### src/rtl/ost_pkg.sv
package ost_pkg;

    localparam int NUM_THR = 5;
    localparam int CODE_W  = 3;
    localparam int CNT_W   = 17;
    localparam int DATA_W  = 8;

    typedef enum logic [1:0] {
        ST_IDLE = 2'd0,
        ST_STOP = 2'd1,
        ST_WAIT = 2'd2,
        ST_DONE = 2'd3
    } ost_state_e;

    typedef struct packed {
        ost_state_e           state;
        logic [CNT_W-1:0]     cnt;
        logic [CNT_W-1:0]     target;
        logic                 hs;
        logic [NUM_THR-1:0]   status;
        logic                 pulse;
    } ost_ctr_t;

    // exponent of threshold idx; index 0 is the shortest wait
    function automatic int thr_exp(input int idx);
        case (idx)
            0:       return 11;
            1:       return 13;
            2:       return 14;
            3:       return 15;
            default: return 16;
        endcase
    endfunction

    function automatic logic [CNT_W-1:0] thr_val(input int idx);
        return CNT_W'(1) << thr_exp(idx);
    endfunction

    function automatic logic code_legal(input logic [CODE_W-1:0] c);
        return (c >= CODE_W'(1)) && (c <= CODE_W'(NUM_THR));
    endfunction

endpackage

### src/rtl/ost_sel_reg.sv
module ost_sel_reg
    import ost_pkg::*;
#(
    parameter int               SEL_W      = CODE_W,
    parameter logic [SEL_W-1:0] RESET_CODE = SEL_W'(5)
) (
    input  logic             clk,
    input  logic             rst_n,
    input  logic             wr_en,
    input  logic [SEL_W-1:0] wr_code,
    output logic [SEL_W-1:0] sel_code
);

    logic [SEL_W-1:0] sel_d;
    logic [SEL_W-1:0] sel_q;

    always_comb begin
        sel_d = sel_q;
        if (wr_en && code_legal(CODE_W'(wr_code))) begin
            sel_d = wr_code;
        end
    end

    always_ff @(posedge clk) begin
        if (!rst_n) begin
            sel_q <= RESET_CODE;
        end else begin
            sel_q <= sel_d;
        end
    end

    assign sel_code = sel_q;

    AST_SEL_LEGAL: assert property (@(posedge clk) disable iff (!rst_n)
        code_legal(CODE_W'(sel_q)));

    AST_BAD_WRITE_KEEPS: assert property (@(posedge clk) disable iff (!rst_n)
        (wr_en && !code_legal(CODE_W'(wr_code))) |=> $stable(sel_q));

endmodule

### src/rtl/ost_counter.sv
module ost_counter
    import ost_pkg::*;
(
    input  logic                clk,
    input  logic                rst_n,
    input  logic                stop_enter,
    input  logic                stop_release,
    input  logic                cpu_on_hs,
    input  logic [CODE_W-1:0]   sel_code,
    output logic                clk_ready,
    output logic                settle_pulse,
    output logic [NUM_THR-1:0]  status
);

    ost_ctr_t ctr_d;
    ost_ctr_t ctr_q;

    always_comb begin
        ctr_d       = ctr_q;
        ctr_d.pulse = 1'b0;
        case (ctr_q.state)
            ST_STOP: begin
                if (stop_release) begin
                    ctr_d.state  = ST_WAIT;
                    ctr_d.cnt    = '0;
                    ctr_d.target = thr_val(int'(sel_code) - 1);
                    ctr_d.hs     = cpu_on_hs;
                end
            end
            ST_WAIT: begin
                ctr_d.cnt = ctr_q.cnt + CNT_W'(1);
                for (int k = 0; k < NUM_THR; k++) begin
                    if (ctr_d.cnt >= thr_val(k)) begin
                        ctr_d.status[k] = 1'b1;
                    end
                end
                if (ctr_d.cnt == ctr_q.target) begin
                    ctr_d.state = ST_DONE;
                    ctr_d.pulse = 1'b1;
                end
            end
            default: begin
                // idle and done hold; releases are ignored here
            end
        endcase
        if (stop_enter) begin
            ctr_d.state  = ST_STOP;
            ctr_d.cnt    = '0;
            ctr_d.status = '0;
            ctr_d.pulse  = 1'b0;
        end
    end

    always_ff @(posedge clk) begin
        if (!rst_n) begin
            ctr_q.state  <= ST_IDLE;
            ctr_q.cnt    <= '0;
            ctr_q.target <= '0;
            ctr_q.hs     <= 1'b1;
            ctr_q.status <= '1;
            ctr_q.pulse  <= 1'b0;
        end else begin
            ctr_q <= ctr_d;
        end
    end

    assign clk_ready    = (ctr_q.state == ST_IDLE) || (ctr_q.state == ST_DONE) ||
                          ((ctr_q.state == ST_WAIT) && !ctr_q.hs);
    assign settle_pulse = ctr_q.pulse;
    assign status       = ctr_q.status;

    AST_PULSE_SINGLE: assert property (@(posedge clk) disable iff (!rst_n)
        settle_pulse |=> !settle_pulse);

    AST_STOP_CLEARS: assert property (@(posedge clk) disable iff (!rst_n)
        stop_enter |=> ((status == '0) && !clk_ready));

    AST_CNT_BOUND: assert property (@(posedge clk) disable iff (!rst_n)
        (ctr_q.state != ST_IDLE) |-> (ctr_q.cnt <= ctr_q.target));

    AST_STATUS_KEEP: assert property (@(posedge clk) disable iff (!rst_n)
        !stop_enter |=> ((status & $past(status)) == $past(status)));

    AST_PULSE_READY: assert property (@(posedge clk) disable iff (!rst_n)
        settle_pulse |-> clk_ready);

endmodule

### src/rtl/ost_readback.sv
module ost_readback
    import ost_pkg::*;
#(
    parameter int RD_W = DATA_W
) (
    input  logic               addr,
    input  logic [CODE_W-1:0]  sel_code,
    input  logic [NUM_THR-1:0] status,
    output logic [RD_W-1:0]    rdata
);

    always_comb begin
        rdata = '0;
        if (addr) begin
            rdata[NUM_THR-1:0] = status;
        end else begin
            rdata[CODE_W-1:0] = sel_code;
        end
    end

endmodule

### src/rtl/osc_settle_timer.sv
module osc_settle_timer
    import ost_pkg::*;
(
    input  logic              clk,
    input  logic              rst_n,
    input  logic              reg_wr,
    input  logic              reg_addr,
    input  logic [DATA_W-1:0] reg_wdata,
    output logic [DATA_W-1:0] reg_rdata,
    input  logic              stop_enter,
    input  logic              stop_release,
    input  logic              cpu_on_hs,
    output logic              clk_ready,
    output logic              settle_pulse
);

    logic [CODE_W-1:0]  sel_code;
    logic [NUM_THR-1:0] status;

    ost_sel_reg #(
        .SEL_W      (CODE_W),
        .RESET_CODE (CODE_W'(5))
    ) u_sel (
        .clk      (clk),
        .rst_n    (rst_n),
        .wr_en    (reg_wr && !reg_addr),
        .wr_code  (reg_wdata[CODE_W-1:0]),
        .sel_code (sel_code)
    );

    ost_counter u_ctr (
        .clk          (clk),
        .rst_n        (rst_n),
        .stop_enter   (stop_enter),
        .stop_release (stop_release),
        .cpu_on_hs    (cpu_on_hs),
        .sel_code     (sel_code),
        .clk_ready    (clk_ready),
        .settle_pulse (settle_pulse),
        .status       (status)
    );

    ost_readback #(
        .RD_W (DATA_W)
    ) u_rd (
        .addr     (reg_addr),
        .sel_code (sel_code),
        .status   (status),
        .rdata    (reg_rdata)
    );

endmodule

### config.mk
export PLATFORM = sky130hd
export DESIGN_NAME = osc_settle_timer
export DESIGN_NICKNAME = d
export VERILOG_FILES = /design/src/rtl/ost_pkg.sv /design/src/rtl/ost_sel_reg.sv /design/src/rtl/ost_counter.sv /design/src/rtl/ost_readback.sv /design/src/rtl/osc_settle_timer.sv
export SDC_FILE = /design/constraint.sdc
export NUM_CORES = 1
export LEC_CHECK = 0
export BUFFER_PORTS_ARGS = -buffer_cell sky130_fd_sc_hd__buf_4
export CAP_MARGIN = 10
export CORE_AREA = 2 2 76 71
export CTS_CLUSTER_DIAMETER = 30
export DETAILED_ROUTE_END_ITERATION = 16
export DIE_AREA = 0 0 78 73
export PLACE_DENSITY_LB_ADDON = 0.12
export SYNTH_ARGS = -nofsm -noshare
export SYNTH_HDL_FRONTEND = slang
export SYNTH_HIERARCHICAL = 1
export SYNTH_SLANG_ARGS = --single-unit
### constraint.sdc
create_clock -name clk -period 5.3 [get_ports clk]
set_input_delay 0.265 -clock clk [delete_from_list [all_inputs] [get_ports clk]]
set_output_delay 0.265 -clock clk [all_outputs]
set_load 0.05 [all_outputs]
-- Yosys cells after proc, flatten, opt, wreduce, memory -nomap -nowiden
Cells that the tools add are included.
W data, S select, Z words.
- shifts and indexed selects: 6
- reduce and logical (&&, ||, !) cells: 29
- equal/unequal tests: 11
- order comparisons: 7
- div/mod/pow operators: 0
- muxes and demuxes: 22
- multiply operators: 0
- add/subtract/negate cells: 2
- bitwise gates (word level): 2
- operator list (cell ; count):
    $mux W32 ; 7
    $shl A1 B32 Y17 const A ; 6
    $ge A17 B17 Y1 ; 5
    $eq A32 B2 Y1 const B ; 2
    $pmux W19 S2 ; 1
    $mux W37 ; 1
    $eq A32 B1 Y1 const B ; 1
    $logic_not A32 Y1 ; 1
    $pmux W5 S4 ; 1
    $mux W18 ; 1
    $add A17 B1 Y17 const B ; 1
    $eq A17 B17 Y1 ; 1
    $reduce_and A2 Y1 ; 7
    $reduce_bool A2 Y1 ; 7
    $mux W6 ; 2
    $mux W1 ; 6
    $reduce_and A3 Y1 ; 2
    $eq A2 B2 Y1 const B ; 2
    $logic_and A1 B1 Y1 ; 4
    $mux W2 ; 2
    $sub A3 B1 Y4 const B ; 1
    $ge A3 B1 Y1 const B ; 1
    $le A3 B3 Y1 const B ; 1
    $mux W3 ; 1
    other kinds (12) ; 15
- register bits after elaboration: 46
- latch bits: 0
- memories kept: 0
- memory bits (read-only): 0
- RAM bits: 0
- output and inout bits: 10

-- Longest topological paths before layout
Gate-level depths: netlist (run 1).
- depth after elaboration: 9
- gate-level depth with buffers: 9
- mapped depth without buffers: 8

-- Hierarchy
The synthesis (run 1) kept the hierarchy.
- by module, submodules not included (module ; seq. area each (sq um) ; times used ; cells an instance ; area an instance (sq um)):
    ost_counter ; 860.8 ; 1 ; 321 ; 2601.2
    ost_sel_reg ; 60.1 ; 1 ; 20 ; 153.9
    ost_readback ; 0.0 ; 1 ; 9 ; 75.1
    osc_settle_timer ; 0.0 ; 1 ; 1 ; 13.8

-- Worst setup path after synthesis (run 1)
No wires, ideal clock.
- kind: register to register
- start point: register u_ctr/ctr_q[24] in the netlist's numbering
- end point: register u_ctr.ctr_q (netlist bit u_ctr/settle_pulse)
- setup slack: 3.187 ns
- arrival: 2.052 ns
- stages on the path, launching flop included: 10
- data required time: 5.239 ns
- cells stage by stage: dfxtp_1 > ha_1 > buf_2 > nand4_1 > or4_4 > buf_6 > xor2_2 > a221oi_2 > and4_1 > and4_1
- word-level cells in the longest chain between the ends: 3
- RTL lines (element ; RTL line ; RTL):
    start, declared ; ost_counter.sv:16 ; ost_ctr_t ctr_q;
    start signal, assigned ; ost_counter.sv:63 ; ctr_q <= ctr_d;
    $add A17 B1 Y17 ; ost_counter.sv:31 ; ctr_d.cnt = ctr_q.cnt + CNT_W'(1);
    $eq A17 B17 Y1 ; ost_counter.sv:37 ; if (ctr_d.cnt == ctr_q.target) begin
    $mux W1 ; ost_counter.sv:37 ;
No other way between the ends.
A chain may end at the register's enable or synchronous reset.

-- Final worst setup path (run 1)
- start point: register u_ctr/ctr_q[42] in the netlist's numbering
- end point: register u_ctr/ctr_q[38] in the netlist's numbering
- word-level cells in the longest chain between the ends: 3
- elaborated cells on any way between the ends: 6
- RTL lines (element ; RTL line ; RTL):
    $eq A2 B1 Y1 / $eq A2 B2 Y1 (equally long branches) ; ost_counter.sv:21 ; case (ctr_q.state)
    $ne A2 B2 Y1 (no line) / $reduce_bool A2 Y1 (equally long branches) ; n/a ;
    $reduce_and A2 Y1 (no line) ; n/a ;
Several ways; a longest one is shown, not always the timed one.

==> metrics.md, run 1 <==
| Metric | Value |
|---|---|
| Outcome | completed |
| Slew HR | 0.3031 |
| Cells after Synth | 351 |
| Clk_skew | 4.324 ps |
| Slowest stage cell, crit path | o21ai_1 |
| CTS resizes | 0 |
| Final min period | 2622 ps |
| Final Max Tran Viols | 0 |
| Endpoints failing setup | 0 |
| Initial DRT Pass Iterations | 5 |
| Full die area | 0.005694 sq mm |
| EDFF count, synth | 0 |
| Final worst-path cycle share | 0.4947 |
| Hold path start | cpu_on_hs |
| Initial antenna violation count | 0 |
| CTS buffer count | 5 |
| Hold EP | u_ctr/ctr_q[6] |
| Syn Std Cell Area | between 0.002 and 0.003 sq mm |
| Clk sink count | 46 |
| F_max | 381.4 MHz |
| Share of cells above drive strength 1 | 0.1166 |
| Critical path, cell by cell | inv_1 > ha_1 > nand2_1 > o21ai_1 > o21ai_0 > a22oi_1 > nor2_1 |
| DR WL/cell | 15.72 um |
| Critical path endpoint category | register |
| Vias in the first global route | 2113 |
| Final Wtd Congestion | 0.8330 |
| Worst endpoint required time | 5470 ps |
| Main flop type after synthesis | dfxtp_1 |
| Critical path class | register to register |
| Yosys cell types | 60 |
| Crit-path max FO | 25 |
| P_leak | 1.110 nW |
| Synth top cells by count | 46 x dfxtp_1, 28 x nor2_1, 27 x o21ai_0 |
| CTS tree | yes |
| Die height | roughly 73 um |
| Worst skew pair latency | 310 ps |
| Largest net degree at the start of global routing | 31 |
| CTS Buffer Depth | 2 |
| PortBufs | 16 |
| Reg-to-reg critical path endpoint | u_ctr/ctr_q[38] |
| Arr. time, crit path | 2790 ps |
| Worst Hold Depth | 3 |
| Async set-or-reset flop fraction in the synthesized netlist | 0 |
| Worst setup SP type | register |
| Yosys top cell area share | 0.3238 |
| Synth top area cells | dfxtp_1 32%, xnor2_1 5.5%, o21ai_0 4.8% |
| GR Util All Layers | 0.2422 |
| Slew @ Worst Pin | 1038 ps |
| H-tree levels | 2 |
| Power per cell area | 233.3 mW/mm^2 |
| Final TNS setup | 0 ps |
| Detailed Route WL | 6445 um |
| DR vias | 2437 |
| First-pass GRT wire length | 10750 um |
| Syn avg cell area | between 8 and 9 sq um |
| Row cnt | 25 |
| Num ports | 25 |
| Yosys reg bits | 46 |
| Setup Buffers After CTS | 0 |
| Unrepaired setup endpoints after global routing | false |
| N_diodes | 0 |
| First DRT Iteration DRCs | 184 |
| Area leader, netlist | dfxtp_1 |
| Yosys warns | 6 |
| Final hold vios | 0 |
| Fin util | 0.5955 |
| DP HPWL | around 4400 um |
| FF-to-FF Start | u_ctr/ctr_q[42] |
| Starting Density | 0.5683 |
| Most common cell in the netlist | dfxtp_1 |
| FF-to-FF path depth | 7 |
| Slowest Stage Delay on Critical Path | about 800 ps |
| Hold WC Path Type | input pin to register |
| Count of max-cap constraint violations | 0 |
| Core footprint | 0.005005 sq mm |
| DRC | 0 |
| Via-per-instance ratio | 5.944 |
| VDD IR max | ~170 uV |
| Clk slew on worst S/H paths | approximately 80 ps |
| Reg-to-reg setup timing slack | 2680 ps |
| Share of the yosys chip area belonging to registers | 0.3238 |
| # hold bufs at CTS | 0 |
| GRT overflow | 0 |
| Antenna Nets Post-Route | 0 |
| Die extent in x | 78 um |
| Final net count | 361 |
| P&R area growth vs syn | 4.795% |
| Clk root buf | clkbuf_8 |
## critical path, delay by kind of cell (launching register included)
kind | cells | cell delay, ps
fa+ha+maj | 1 | 240
flops | 1 | 330
buf+inv | 1 | 70
simple gates | 2 | 570
compound gates | 3 | 1270
## power by group
group          internal [W]  switching (W)  total (W)
Clock              0.000139       0.000124   0.000263
Combinational     0.0000256      0.0000497  0.0000753
Sequential         0.000351     0.00000552   0.000357
## final cells by class
cell class / count / area [sq um]
clock buffer: 5 / 68.82
inverter: 7 / 26.28
fill: 466 / 2024
multi-input combinational: 265 / 1713
timing repair buffer: 17 / 127.6
tap: 67 / 83.83
sequential: 46 / 920.9
clock inverter: 3 / 40.04
## layer usage
layer	vias to the layer above	routed length, um	global-route usage
met2	70	2737	0.3563
met1	1133	3321	0.3618
met3	9	298	0.03713
met4	0	87	0.08187
li1	1225	-	-
met5	-	0	0
## sequential cells by signal, indices dropped and copies added, names as in the netlist
| name | cells |
|---|---|
| u_ctr/ctr_q | 37 |
| u_ctr/status | 5 |
| u_sel/sel_code | 3 |
| u_ctr/settle_pulse | 1 |
## through the flow
stage          area (sq um)   power, W  setup slack, ps  instances  hold WS [ps]
6_report               2980  0.0006954             2678        410         193.5
5_1_grt                2980  0.0007200             2388        410         216.6
4_1_cts                2980  0.0006988             2696        410         193.7
3_5_place_dp           2872  0.0004401             2703        402         469.5
3_3_place_gp           2872  0.0004388             2751        402         456.0
2_1_floorplan          2851  0.0004207             3187        353         336.8
## cells in the final DEF, fill, tap and decap left out, types with 4 or more instances in the layout
| cell | n |
|---|---|
| a31oi_1 | 5 |
| nand2_1 | 25 |
| mux2_2 | 4 |
| and3_1 | 14 |
| buf_4 | 17 |
| o21ai_0 | 25 |
| a22oi_1 | 5 |
| a21oi_1 | 25 |
| xnor2_1 | 18 |
| nand4_1 | 4 |
| nor4_1 | 8 |
| nor2b_1 | 8 |
| nor3_1 | 13 |
| nor2_1 | 28 |
| ha_1 | 4 |
| xor2_1 | 5 |
| nand2b_1 | 9 |
| clkbuf_8 | 5 |
| nand3_1 | 8 |
| inv_1 | 7 |
| dfxtp_1 | 46 |
| and4_1 | 7 |
| a211oi_1 | 4 |
## kinds of logic (layout without fill, tap and decap cells)
group,after synthesis,after routing,share of synthesized area
AND/OR/NAND/NOR,141,141,0.2824
AO/OA/AOI/OAI,87,87,0.1896
flip-flops,46,46,0.3238
buffers and inverters,42,32,0.07655
XOR/XNOR,26,26,0.09283
adder cells (fa/ha/maj),4,4,0.01760
multiplexers,4,4,0.01584
other,1,3,0.001319
## worst max-delay path by stage
stage | startpoint | end | slack [ps]
2_1_floorplan | u_ctr/ctr_q[24] | u_ctr/settle_pulse | 3190
3_3_place_gp | u_ctr/ctr_q[42] | u_ctr/ctr_q[36] | 2750
3_5_place_dp | u_ctr/ctr_q[42] | u_ctr/ctr_q[38] | 2700
4_1_cts | u_ctr/ctr_q[42] | u_ctr/ctr_q[38] | 2700
5_1_grt | u_ctr/ctr_q[42] | u_ctr/ctr_q[38] | 2390
6_report | u_ctr/ctr_q[42] | u_ctr/ctr_q[38] | 2680
Power figures use the tool's default switching activity.
==> run 2, diff against run 1 <==
Settings changed: ABC_AREA set to 1, CORE_AREA 2 2 76 71 to 2 2 77 72, DIE_AREA 0 0 78 73 to 0 0 79 74.
Clock period 5.3 ns to 2.37 ns, I/O delays scaled along.
==> metrics.md, run 2 <==
| Metric | Value |
|---|---|
| Count of max-cap constraint violations | 0 (unchanged) |
| Syn avg cell area | 6.352 sq um (was 8.103 sq um) |
| Largest net degree at the start of global routing | 22 (was 31) |
| Arr. time, crit path | 2360 ps (was 2790 ps) |
| Placed cell count | 477 (was 402) |
| Max FFs per register | 37 (unchanged) |
| CTS tree | yes (unchanged) |
| Critical path endpoint category | register (unchanged) |
| Num ports | 25 (unchanged) |
| Outcome | completed (unchanged) |
| Fin area | 0.002794 sq mm (was 0.002980 sq mm) |
| Crit-path leading delay family | simple AND/OR/NAND/NOR gates (was compound AO/OA/AOI/OAI gates) |
| WL met3 | 182 um (was 298 um) |
| Most common cell in the netlist | nand2_1 (was dfxtp_1) |
| Power per cell area | 528.4 mW/mm^2 (was 233.3 mW/mm^2) |
| Reg-to-reg critical path endpoint | u_ctr/ctr_q[42] (was u_ctr/ctr_q[38]) |
| FF-to-FF Start | u_ctr/ctr_q[25] (was u_ctr/ctr_q[42]) |
| Slowest Stage Delay on Critical Path | 400 ps (was 800 ps) |
| First-pass GRT wire length | 9942 um (was 10750 um) |
| Area leader, netlist | dfxtp_1 (unchanged) |
| GRT overflow | 0 (unchanged) |
| Final Wtd Congestion | 0.8309 (was 0.8330) |
| Clk root buf | clkbuf_8 (unchanged) |
| VDD IR max | 423.2 uV (was 165.8 uV) |
| Overall Power | 0.001476 W (was 0.0006954 W) |
| Yosys reg bits | 46 (unchanged) |
| # hold bufs at CTS | 0 (unchanged) |
| Main flop type after synthesis | dfxtp_1 (unchanged) |
| Share of cells above drive strength 1 | 0.1055 (was 0.1166) |
| H-tree levels | 2 (unchanged) |
| Endpoints failing setup | 0 (unchanged) |
| Yosys cell types | 28 (was 60) |
| Initial DRT Pass Iterations | 5 (unchanged) |
| Yosys top cell area share | 0.3580 (was 0.3238) |
| Cells after Synth | 405 (was 351) |
| Slew HR | 0.4725 (was 0.3031) |
| Detailed Route WL | 5914 um (was 6445 um) |
| Final worst-path cycle share | 0.9050 (was 0.4947) |
| Worst setup startpoint | u_ctr/ctr_q[25] (was u_ctr/ctr_q[42]) |
| DR vias | 2473 (was 2437) |
| P_leak | 1.186 nW (was 1.110 nW) |
| Wl on met1 | 3044 um (was 3321 um) |
| Critical path class | register to register (unchanged) |
| EDFF count, synth | 0 (unchanged) |
| Critical path, cell by cell | ha_1 > nand3_1 > o21ai_0 > nand2_1 > nand2_1 > nand2_1 > nor2_1 > nand2_1 > nor2_1 > nand3_1 > nand2_1 > nand2_1 > a21oi_2 (was inv_1 > ha_1 > nand2_1 > o21ai_1 > o21ai_0 > a22oi_1 > nor2_1) |
| Most frequent CP cell | nand2_1 |
| Full die area | 0.005846 sq mm (was 0.005694 sq mm) |
| Final TNS setup | 0 ps (unchanged) |
| Area of the multi-input gates | 0.001373 sq mm (was 0.001713 sq mm) |
| Fillers | 538 (was 466) |
| PortBufs | 16 (unchanged) |
| Fin util | 0.5514 (was 0.5955) |
| Final hold vios | 0 (unchanged) |
| Synth top cells by count | 143 x nand2_1, 52 x inv_1, 46 x dfxtp_1 (was 46 x dfxtp_1, 28 x nor2_1, 27 x o21ai_0) |
| CTS resizes | 0 (unchanged) |
| Worst endpoint required time | 2580 ps (was 5470 ps) |
| Final Max Tran Viols | 0 (unchanged) |
| Biggest register | u_ctr/ctr_q (unchanged) |
| Row cnt | 25 (unchanged) |
| Starting Density | 0.5077 (was 0.5683) |
| CTS Buffer Depth | 2 (unchanged) |
| P&R area growth vs syn | 8.609% (was 4.795%) |
| Setup Buffers After CTS | 0 (unchanged) |
| Worst Hold Depth | 3 (unchanged) |
| Worst skew pair latency | 290 ps (was 310 ps) |
| Final net count | 436 (was 361) |
| Synth top area cells | dfxtp_1 36%, nand2_1 21%, inv_1 7.6% (was dfxtp_1 32%, xnor2_1 5.5%, o21ai_0 4.8%) |
| First DRT Iteration DRCs | 149 (was 184) |
| Vias in the first global route | 2159 (was 2113) |
| Clk_skew | 5.719 ps (was 4.324 ps) |
| Initial antenna violation count | 0 (unchanged) |
| Final min period | 2145 ps (was 2622 ps) |
| Worst path bufs/invs | 0 (was 1) |
| GR Util All Layers | 0.2153 (was 0.2422) |
| Slowest stage cell, crit path | dfxtp_1 (was o21ai_1) |
| Slew @ Worst Pin | 789.4 ps (was 1038 ps) |
| Die height | 74 um (was 73 um) |
| N_diodes | 0 (unchanged) |
| Syn Std Cell Area | 0.002572 sq mm (was 0.002844 sq mm) |
| Yosys warns | 6 (unchanged) |
| FF-to-FF path depth | 13 (was 7) |
| Unrepaired setup endpoints after global routing | false (unchanged) |
| Antenna Nets Post-Route | 0 (unchanged) |
| Async set-or-reset flop fraction in the synthesized netlist | 0 (unchanged) |
| Worst setup SP type | register (unchanged) |
| Reg-to-reg setup timing slack | 230 ps (was 2680 ps) |
| Hold WC Path Type | input pin to register (unchanged) |
| Setup crit end | u_ctr/ctr_q[42] (was u_ctr/ctr_q[38]) |
| Critical path depth | 13 (was 7) |
| Core footprint | 0.005067 sq mm (was 0.005005 sq mm) |
| Metal2 WL | 2671 um (was 2737 um) |
| Max Used Layer | met4 (unchanged) |
| Share of the yosys chip area belonging to registers | 0.3580 (was 0.3238) |
| Via-per-instance ratio | 5.110 (was 5.944) |
| Placed instance area | 0.002713 sq mm (was 0.002872 sq mm) |
| DRC | 0 (unchanged) |
| Clk sink count | 46 (unchanged) |
| Register area | 920.9 sq um (unchanged) |
| Clk slew on worst S/H paths | 80 ps (about the same) |
| DP HPWL | 4267 um (was 4397 um) |
| DR WL/cell | 12.22 um (was 15.72 um) |
| Die extent in x | 79 um (was 78 um) |
| Crit-path max FO | 5 (was 25) |
| Commonest non-fill, non-tap cell in the layout | nand2_1 (was dfxtp_1) |
| Final Non-Filler Cells | 484 (was 410) |
| CTS buffer count | 5 (unchanged) |
| F_max | 466.3 MHz (was 381.4 MHz) |
| Commonest non-fill, non-tap cells in the layout | 143 x nand2_1, 52 x inv_1, 46 x dfxtp_1 (was 46 x dfxtp_1, 28 x nor2_1, 25 x nand2_1, 25 x a21oi_1, 25 x o21ai_0) |
==> run 2: worst register-to-register path, stage by stage, from the launching register on <==
cell,delay [ps]
dfxtp_1,400
ha_1,230
nand3_1,200
o21ai_0,280
nand2_1,100
nand2_1,70
nand2_1,40
nor2_1,100
nand2_1,100
nor2_1,100
nand3_1,180
nand2_1,100
nand2_1,60
a21oi_2,100
==> run 2: cell type report <==
| class | count | share of cell area |
|---|---|---|
| Clock buffer | 5 | 0.02463 |
| Clock inverter | 2 | 0.003583 |
| Inverter | 54 | 0.07255 |
| Multi-Input combinational cell | 292 | 0.4913 |
| Sequential cell | 46 | 0.3296 |
| Tap cell | 67 | 0.03000 |
| Timing Repair Buffer | 18 | 0.04837 |
==> run 2: routing by layer <==
layer | GRT usage | vias to the layer above
met4 | 0.03640 | 0
met3 | 0.03641 | 2
met2 | 0.3465 | 38
met1 | 0.3112 | 1138
li1 | - | 1295
met5 | 0 | -
==> run 2: kinds of logic after synthesis <==
| family | after synthesis | synth area share |
|---|---|---|
| adders and majority gates | 4 | 0.01946 |
| and+or+nand+nor | 238 | 0.4018 |
| DFF | 46 | 0.3580 |
| buffers and inverters | 69 | 0.1124 |
| AOI/OAI and AO/OA | 45 | 0.1002 |
| other | 1 | 0.001458 |
| xor gates and xnor gates | 2 | 0.006811 |
==> run 2: worst min path at each step <==
| stage | startpoint | to | slack, ps |
|---|---|---|---|
| finish | cpu_on_hs | u_ctr/ctr_q[6] | 40 |
| global route | cpu_on_hs | u_ctr/ctr_q[6] | 50 |
| CTS | cpu_on_hs | u_ctr/ctr_q[6] | 30 |
| detailed placement | cpu_on_hs | u_ctr/ctr_q[6] | 340 |
| global placement | cpu_on_hs | u_ctr/ctr_q[6] | 320 |
| floorplan | rst_n | u_ctr/ctr_q[6] | 200 |
==> run 2: stage by stage <==
stage / setup WS (ps) / hold WS, ps
finish: 225.3 / 40.48
detailed placement: 280.8 / 340.3
global route: 8.622 / 45.98
floorplan: 630.1 / 202.6
CTS: 261.4 / 34.02
global placement: 329.5 / 324.1
==> run 2: where the power goes <==
group | internal [W] | leakage (nW) | switching [W]
clock network | 0.000199 | 0.0438 | 0.000262
logic | 0.0000611 | 0.769 | 0.000150
registers | 0.000792 | 0.374 | 0.0000126
total | 0.00105 | 1.19 | 0.000425
==> run 3, diff against run 2 <==
Settings changed: HOLD_SLACK_MARGIN set to 0.05.
==> metrics.md, run 3 (same netlist as run 2, synthesis figures left out) <==
| Metric | Value |
|---|---|
| Clk slew on worst S/H paths | 80 ps (about the same) |
| Sequential Power Share | 0.544 (was 0.545) |
| H-tree levels | 2 (unchanged) |
| Largest net degree at the start of global routing | 22 (unchanged) |
| Unrepaired setup endpoints after global routing | false (unchanged) |
| Via-per-instance ratio | 5.103 (was 5.110) |
| Overall Power | 0.001479 W (was 0.001476 W) |
| Max FFs per register | 37 (unchanged) |
| Share of total power in combinational logic | 0.144 (was 0.143) |
| GR Util All Layers | 0.2161 (was 0.2153) |
| Outcome | completed (unchanged) |
| Worst skew pair latency | 290 ps (about the same) |
| Detailed Route WL | 5934 um (was 5914 um) |
| F_max | 467.1 MHz (was 466.3 MHz) |
| CTS buffer count | 5 (unchanged) |
| Worst endpoint required time | 2590 ps (was 2580 ps) |
| Slew @ Worst Pin | 771.0 ps (was 789.4 ps) |
| First DRT Iteration DRCs | 154 (was 149) |
| Sw power | 0.0004251 W (was 0.0004246 W) |
| Clk sink count | 46 (unchanged) |
| Slew HR | 0.4848 (was 0.4725) |
| Power per cell area | 525.6 mW/mm^2 (was 528.4 mW/mm^2) |
| CTS Buffer Depth | 2 (unchanged) |
| PortBufs | 16 (unchanged) |
| Antenna Nets Post-Route | 0 (unchanged) |
| Die height | 74 um (unchanged) |
| Final Max Tran Viols | 0 (unchanged) |
| Row cnt | 25 (unchanged) |
| VDD IR max | 423.3 uV (was 423.2 uV) |
| Vias in the first global route | 2167 (was 2159) |
| Final hold vios | 0 (unchanged) |
| Initial antenna violation count | 0 (unchanged) |
| DR WL/cell | 12.21 um (was 12.22 um) |
| DR vias | 2480 (was 2473) |
| Count of max-cap constraint violations | 0 (unchanged) |
| Commonest non-fill, non-tap cell in the layout | nand2_1 (unchanged) |
| Die extent in x | 79 um (unchanged) |
| Core footprint | 0.005067 sq mm (unchanged) |
| Critical path class | register to register (unchanged) |
| Commonest non-fill, non-tap cells in the layout | 143 x nand2_1, 52 x inv_1, 46 x dfxtp_1 (unchanged) |
| Final min period | 2141 ps (was 2145 ps) |
| Final net count | 438 (was 436) |
| Worst setup SP type | register (unchanged) |
| Crit-path max FO | 5 (unchanged) |
| Internal power | 0.001054 W (was 0.001052 W) |
| DP HPWL | 4267 um (unchanged) |
| Sw Share | 0.2874 (was 0.2876) |
| Final TNS setup | 0 ps (unchanged) |
| Full die area | 0.005846 sq mm (unchanged) |
| CTS tree | yes (unchanged) |
| Critical path endpoint category | register (unchanged) |
| Final Wtd Congestion | 0.8309 (unchanged) |
| Initial DRT Pass Iterations | 5 (unchanged) |
| Arr. time, crit path | 2360 ps (about the same) |
| Endpoints failing setup | 0 (unchanged) |
| First-pass GRT wire length | 9984 um (was 9942 um) |
| Hold WC Path Type | input pin to register (unchanged) |
| P_leak | 1.194 nW (was 1.186 nW) |
| N_diodes | 0 (unchanged) |
| P&R area growth vs syn | 9.387% (was 8.609%) |
| Biggest register | u_ctr/ctr_q (unchanged) |
| Final Non-Filler Cells | 486 (was 484) |
| Num ports | 25 (unchanged) |
| Final worst-path cycle share | 0.9034 (was 0.9050) |
| Clock power share | 0.312 (about the same) |
| Clk_skew | 5.454 ps (was 5.719 ps) |
| Worst hold margin | 63.01 ps (was 40.48 ps) |
| Share of cells above drive strength 1 | 0.1050 (was 0.1055) |
| Starting Density | 0.5077 (unchanged) |
| Fillers | 536 (was 538) |
| DRC | 0 (unchanged) |
| Clk root buf | clkbuf_8 (unchanged) |
| GRT overflow | 0 (unchanged) |
| Placed cell count | 477 (unchanged) |
## run 3: layer usage
layer  share of wire  GRT usage  routed length [um]  up-vias
li1                -          -                   -     1300
met1            0.51     0.3120                3041     1135
met2            0.45     0.3484                2656       43
met3           0.037    0.03641                 220        2
met4          0.0027    0.03640                  16        0
met5               0          0                   0        -
## run 3: metrics by stage
step | setup WS (ps) | instance area [sq um] | util
after floorplan | 630.1 | 2580 | -
after global placement | 329.5 | 2713 | 0.5353
after detailed placement | 280.8 | 2713 | 0.5353
after CTS | 261.4 | 2811 | 0.5548
after global routing | 8.622 | 2814 | 0.5553
final | 228.9 | 2814 | 0.5553
## run 3: timing repair
action / 4_1_cts / 5_1_grt
hold endpoints to repair: 2 / 0
hold buffers: 2 / 0
gates resized for setup: 0 / 1
endpoints found under the setup margin: 0 / 2
buffers inserted: 0 / 0
## run 3: power by group through the flow
stage / logic, W / clock network (W) / registers (W)
after floorplan: 0.000157 / 0 / 0.000819
after global placement: 0.000208 / 0 / 0.000822
after detailed placement: 0.000210 / 0 / 0.000822
after CTS: 0.000213 / 0.000479 / 0.000804
after global routing: 0.000233 / 0.000515 / 0.000807
final: 0.000214 / 0.000461 / 0.000804
## run 3: path summary, 6_finish.rpt
check	from	endpoint	slack [ps]	cells after the start
hold reg to reg	u_ctr/ctr_q[8]	u_ctr/ctr_q[8]	450	2
setup reg to reg	u_ctr/ctr_q[25]	u_ctr/ctr_q[42]	230	13
setup / recovery	u_ctr/ctr_q[25]	u_ctr/ctr_q[42]	230	13
hold / removal	reg_wdata[2]	u_sel/sel_code[2]	60	3
## run 3: critical path, cell delays in order (launching register included)
cell     delay [ps]
dfxtp_1         400
ha_1            230
nand3_1         200
o21ai_0         280
nand2_1         100
nand2_1          70
nand2_1          40
nor2_1          100
nand2_1         100
nor2_1          100
nand3_1         180
nand2_1         100
nand2_1          60
a21oi_2         100
## run 3: layout make-up
class                      count  area [sq um]  share of cell area
multi-input combinational    292          1373              0.4878
inverter                      54         202.7             0.07203
sequential                    46         920.9              0.3273
tap                           67         83.83             0.02979
timing repair buffer          20         155.1             0.05514
clock inverter                 2         10.01            0.003557
clock buffer                   5         68.82             0.02446
